<file path="config.mk">
export PLATFORM = sky130hd
export DESIGN_NAME = alu8_core
export DESIGN_NICKNAME = d
export VERILOG_FILES = /design/src/rtl/alu8_pkg.sv /design/src/rtl/alu8_arith.sv /design/src/rtl/alu8_logic.sv /design/src/rtl/alu8_core.sv
export SDC_FILE = /design/constraint.sdc
export NUM_CORES = 1
export LEC_CHECK = 0
export ABC_AREA = 1
export BUFFER_PORTS_ARGS = -buffer_cell sky130_fd_sc_hd__buf_4
export CAP_MARGIN = 0
export CORE_MARGIN = 10
export CORE_UTILIZATION = 50
export DETAILED_ROUTE_END_ITERATION = 16
export GPL_ROUTABILITY_DRIVEN = 0
export GPL_TIMING_DRIVEN = 0
export PLACE_DENSITY = 0.8
export SYNTH_ARGS = -nofsm -noshare
export SYNTH_HDL_FRONTEND = slang
export SYNTH_HIERARCHICAL = 1
export SYNTH_SLANG_ARGS = --single-unit
</file>
<file path="constraint.sdc">
create_clock -name vclk -period 8.5
set_clock_uncertainty 0.05 [all_clocks]
set_input_delay 2.55 -clock vclk [all_inputs]
set_output_delay 2.55 -clock vclk [all_outputs]
set_load 0.02 [all_outputs]
</file>
<file path="src/rtl/alu8_pkg.sv">
package alu8_pkg;

  typedef enum logic [3:0] {
    OP_ADD = 4'd0,
    OP_ADC = 4'd1,
    OP_SUB = 4'd2,
    OP_SBC = 4'd3,
    OP_CMP = 4'd4,
    OP_AND = 4'd5,
    OP_OR  = 4'd6,
    OP_XOR = 4'd7,
    OP_INC = 4'd8,
    OP_DEC = 4'd9,
    OP_CPL = 4'd10,
    OP_NEG = 4'd11,
    OP_SCF = 4'd12,
    OP_CCF = 4'd13
  } alu_op_e;

  typedef enum logic [1:0] {
    LG_AND = 2'd0,
    LG_OR  = 2'd1,
    LG_XOR = 2'd2
  } logic_fn_e;

  // flag byte bit positions (fixed: software decodes them)
  localparam int FB_S  = 7;
  localparam int FB_Z  = 6;
  localparam int FB_H  = 4;
  localparam int FB_PV = 2;
  localparam int FB_N  = 1;
  localparam int FB_C  = 0;

endpackage

</file>
<file path="src/rtl/alu8_arith.sv">
// Shared adder / subtractor. When sub is set it computes x - y - cin,
// and the carry outputs report borrows.
module alu8_arith #(
  parameter int W  = 8,
  parameter int HB = 4
) (
  input  logic [W-1:0] x,
  input  logic [W-1:0] y,
  input  logic         cin,
  input  logic         sub,
  output logic [W-1:0] sum,
  output logic         co,
  output logic         hc,
  output logic         ov
);
  logic [W-1:0]  y_eff;
  logic          c_eff;
  logic [W:0]    full;
  logic [HB:0]   low;

  always_comb begin
    y_eff = sub ? ~y : y;
    c_eff = sub ? ~cin : cin;
    full  = {1'b0, x} + {1'b0, y_eff} + {{W{1'b0}}, c_eff};
    low   = {1'b0, x[HB-1:0]} + {1'b0, y_eff[HB-1:0]} + {{HB{1'b0}}, c_eff};
    sum   = full[W-1:0];
    co    = full[W] ^ sub;
    hc    = low[HB] ^ sub;
    ov    = (x[W-1] == y_eff[W-1]) && (full[W-1] != x[W-1]);
  end
endmodule

</file>
<file path="src/rtl/alu8_logic.sv">
module alu8_logic #(
  parameter int W = 8
) (
  input  alu8_pkg::logic_fn_e fn,
  input  logic [W-1:0]        x,
  input  logic [W-1:0]        y,
  output logic [W-1:0]        res,
  output logic                even_par
);
  import alu8_pkg::*;

  always_comb begin
    case (fn)
      LG_OR:   res = x | y;
      LG_XOR:  res = x ^ y;
      default: res = x & y;
    endcase
    even_par = ~^res;
  end
endmodule

</file>
<file path="src/rtl/alu8_core.sv">
module alu8_core (
  input  logic [3:0] op_i,
  input  logic [7:0] acc_i,
  input  logic [7:0] opd_i,
  input  logic [7:0] flags_i,
  output logic [7:0] result_o,
  output logic [7:0] flags_o
);
  import alu8_pkg::*;

  localparam int W = 8;

  alu_op_e   op;
  logic [W-1:0] ax, ay;
  logic      acin, asub;
  logic [W-1:0] asum;
  logic      aco, ahc, aov;
  logic_fn_e lfn;
  logic [W-1:0] lres;
  logic      lpar;

  assign op = alu_op_e'(op_i);

  // operand steering for the shared adder
  always_comb begin
    ax   = acc_i;
    ay   = opd_i;
    acin = 1'b0;
    asub = 1'b0;
    case (op)
      OP_ADC: acin = flags_i[FB_C];
      OP_SUB, OP_CMP: asub = 1'b1;
      OP_SBC: begin
        asub = 1'b1;
        acin = flags_i[FB_C];
      end
      OP_INC: ay = {{(W-1){1'b0}}, 1'b1};
      OP_DEC: begin
        ay   = {{(W-1){1'b0}}, 1'b1};
        asub = 1'b1;
      end
      OP_NEG: begin
        ax   = '0;
        ay   = acc_i;
        asub = 1'b1;
      end
      default: ;
    endcase
  end

  always_comb begin
    case (op)
      OP_OR:   lfn = LG_OR;
      OP_XOR:  lfn = LG_XOR;
      default: lfn = LG_AND;
    endcase
  end

  alu8_arith #(.W(W), .HB(4)) u_arith (
    .x(ax), .y(ay), .cin(acin), .sub(asub),
    .sum(asum), .co(aco), .hc(ahc), .ov(aov)
  );

  alu8_logic #(.W(W)) u_logic (
    .fn(lfn), .x(acc_i), .y(opd_i), .res(lres), .even_par(lpar)
  );

  // result select and per-operation flag merge
  always_comb begin
    result_o = acc_i;
    flags_o  = flags_i;
    case (op)
      OP_ADD, OP_ADC, OP_SUB, OP_SBC, OP_NEG, OP_CMP: begin
        if (op != OP_CMP) result_o = asum;
        flags_o[FB_S]  = asum[W-1];
        flags_o[FB_Z]  = (asum == '0);
        flags_o[FB_H]  = ahc;
        flags_o[FB_PV] = aov;
        flags_o[FB_N]  = asub;
        flags_o[FB_C]  = aco;
      end
      OP_INC, OP_DEC: begin
        result_o       = asum;
        flags_o[FB_S]  = asum[W-1];
        flags_o[FB_Z]  = (asum == '0);
        flags_o[FB_H]  = ahc;
        flags_o[FB_PV] = aov;
        flags_o[FB_N]  = asub;
      end
      OP_AND, OP_OR, OP_XOR: begin
        result_o       = lres;
        flags_o[FB_S]  = lres[W-1];
        flags_o[FB_Z]  = (lres == '0);
        flags_o[FB_H]  = (op == OP_AND);
        flags_o[FB_PV] = lpar;
        flags_o[FB_N]  = 1'b0;
        flags_o[FB_C]  = 1'b0;
      end
      OP_CPL: begin
        result_o      = ~acc_i;
        flags_o[FB_H] = 1'b1;
        flags_o[FB_N] = 1'b1;
      end
      OP_SCF: begin
        flags_o[FB_C] = 1'b1;
        flags_o[FB_H] = 1'b0;
        flags_o[FB_N] = 1'b0;
      end
      OP_CCF: begin
        flags_o[FB_C] = ~flags_i[FB_C];
        flags_o[FB_N] = 1'b0;
      end
      default: ;
    endcase
  end
endmodule

</file>
==> impl_metrics.yaml <==
power:
  combPwrFrac: 1.000
  worst_ir_drop_vdd_mv: 0.0690
  power_density_nw_per_um2: 93.7
  pwr-share-seq: 0
  p_sw_mw: 0.146
  internal_power_mw: 0.0914
  p_sw_frac: 0.615
  p_leak_nw: 1.56
  power_mw: 0.237
  pwr-share-clk: 0
global_routing:
  antenna_found_initial: 0
  grt_pass1_vias: 2352
  grt_max_degree: 11
  grtUsageTotal: 0.163
  grt_pass1_wl_um: 10500
  met1_usage: 0.209
  grt-ovfl-total: 0
  use_met3: 0.00478
  busiest_layer: "met2"
  use_met2: 0.299
cells_and_area:
  fillers: 403
  stdcell_count: 515
  seq_area_sq_um: 0
  antenna_cells: 0
  nets: 522
  seq_cells: 0
  nClkBuffers: 0
  area_growth_syn_to_layout_pct: 18.9
  final_util: 0.625
  finalInstanceArea_sq_um: 2530
  drive_gt1_frac: 0.183
floorplanning:
  dieArea_sq_um: 7280
  rows: 23
  coreArea_sq_um: 4060
  start_util: 0.525
  die_h_um: 85.3
  pin_count: 44
  chipWidth_um: 85.3
synth:
  muxShareOfSynthArea: 0
  synth_top_area_cell: "nand2_1"
  synthSimpleGateAreaFrac: 0.567
  ys_seq_area_frac: 0
  synth_top_family_by_area: "simple AND/OR/NAND/NOR gates"
  netlist-cell-type-count: 32
  syn_inst: 422
  yosysMostFrequentCell: "nand2_1"
  yosys_warnings: 6
  ys_top_cells_by_count: "nand2_1, inv_1, nor2_1, ha_1, nand3_1"
  netlist_area_sq_um: 2130
  synth_area_per_cell_sq_um: 5.05
  synth_compound_area_frac: 0.0599
  synth_top_area_frac: 0.301
  synthXorXnorAreaFrac: 0.0616
  synthTopCellsByArea: "nand2_1, ha_1, inv_1"
  syn_nets: 477
  synthAdderAreaFrac: 0.165
timing:
  fin_crit_sh: 0.971
  tns_ns: 0
  fin_hold_ws_ns: 5.25
  setup_viol: 0
  fmax_ghz: 0.121
  fin_ws_ns: 0.248
  rsz0062_at_grt: "no"
  period_minus_slack_ns: 8.25
  hold_violations: 0
  max_slew_margin: 0.703
  slew_viol_final: 0
  max_slew.worst_pin.slew_ns: 0.443
critical_path:
  startpoint: "op_i[1]"
  required_ns: 5.90
  worst_ep_arrival_time_ns: 5.65
  worstSetupPathType: "in2out"
  end_kind: "primary output"
  path_max_fanout: 10
  cp-start-kind: "input pin"
worst_hold_path:
  hold_path_depth: 2
  min_from: "flags_i[3]"
  hold_path_class: "in2out"
  min_to: "flags_o[3]"
route:
  num_vias: 2570
  routed_wl_um: 6230
  wire_per_inst_um: 12.1
  first_iter_violations: 127
  drt-vias-per-instance: 4.99
  firstDrtPassIters: 5
  drc_errors: 0
  final_antenna_net_count: 0
placed_design:
  pre_cts_slack_ns: 0.125
  place_area_sq_um: 2510
  dp_hpwl_um: 5330
  placed_cells: 514
  io_buffer_count: 42
job:
  cap_violations: 0
outcome:
  outcome: "finished clean"
==> power by group through the flow <==
stage	Combinational [mW]	Clock, mW	Sequential (mW)
final	0.237	0	0
after global routing	0.266	0	0
after CTS	0.235	0	0
after detailed placement	0.234	0	0
after global placement	0.230	0	0
after floorplan	0.164	0	0
==> cells by family after synthesis <==
| kind of cell | Yosys count |
|---|---|
| adders and majority gates | 27 |
| buffers and inverters | 77 |
| xor gates and xnor gates | 15 |
| AOI/OAI and AO/OA | 23 |
| and+or+nand+nor | 280 |
==> cell usage in the layout (no fill, tap or decap), types with 2 or more instances in the layout <==
| master | n |
|---|---|
| nand2_1 | 171 |
| inv_1 | 63 |
| nor2_1 | 48 |
| buf_4 | 46 |
| ha_1 | 25 |
| nand3_1 | 23 |
| xor2_1 | 13 |
| o21ai_0 | 12 |
| nand2_2 | 12 |
| inv_2 | 6 |
| a21oi_1 | 6 |
| nand3_2 | 6 |
| nand4_1 | 4 |
| nor2_2 | 4 |
| or2_0 | 3 |
| or2_1 | 3 |
| buf_2 | 2 |
| nor3_2 | 2 |
| fa_1 | 2 |
==> worst max-delay path: stages <==
cell     delay (ns)
buf_4          0.14
inv_1          0.20
nand2_1        0.18
nor2_4         0.17
nor3_2         0.06
inv_1          0.12
buf_4          0.22
xor2_1         0.11
fa_1           0.41
fa_1           0.41
nand3_1        0.12
nand2_2        0.11
nand2_2        0.08
nand2_2        0.06
xor2_2         0.17
nor2_1         0.11
nand2_1        0.05
nor2_1         0.09
nand2_1        0.06
nand3_1        0.06
buf_4          0.14
==> worst max-delay path by stage <==
| stage | cells past startpoint | endpoint | slack, ns |
|---|---|---|---|
| finish | 21 | flags_o[6] | 0.25 |
| global route | 21 | flags_o[6] | 0.007 |
| CTS | 21 | flags_o[6] | 0.12 |
| detailed placement | 21 | flags_o[6] | 0.13 |
| global placement | 21 | flags_o[6] | 0.15 |
| floorplan | 19 | flags_o[6] | 0.76 |
==> routing by layer <==
metal  up-vias  wire length, um
li1       1368                -
met1      1134             2700
met2        62             3130
met3         6              319
met4         0               79
met5         -                0
==> timing repair <==
| action | CTS | global route |
|---|---|---|
| hold buffers | 0 | 0 |
| endpoints found under the setup margin | 0 | 3 |
| gates resized for setup | 0 | 3 |
| setup buffers | 0 | 1 |
==> layout make-up <==
class | count | area, sq um | share of cell area
tap | 50 | 62.6 | 0.0247
inverter | 70 | 263 | 0.104
multi-input combinational | 345 | 1840 | 0.725
timing repair buffer | 43 | 323 | 0.127
buffer | 7 | 48.8 | 0.0192
(Power assumes the default switching activity.)
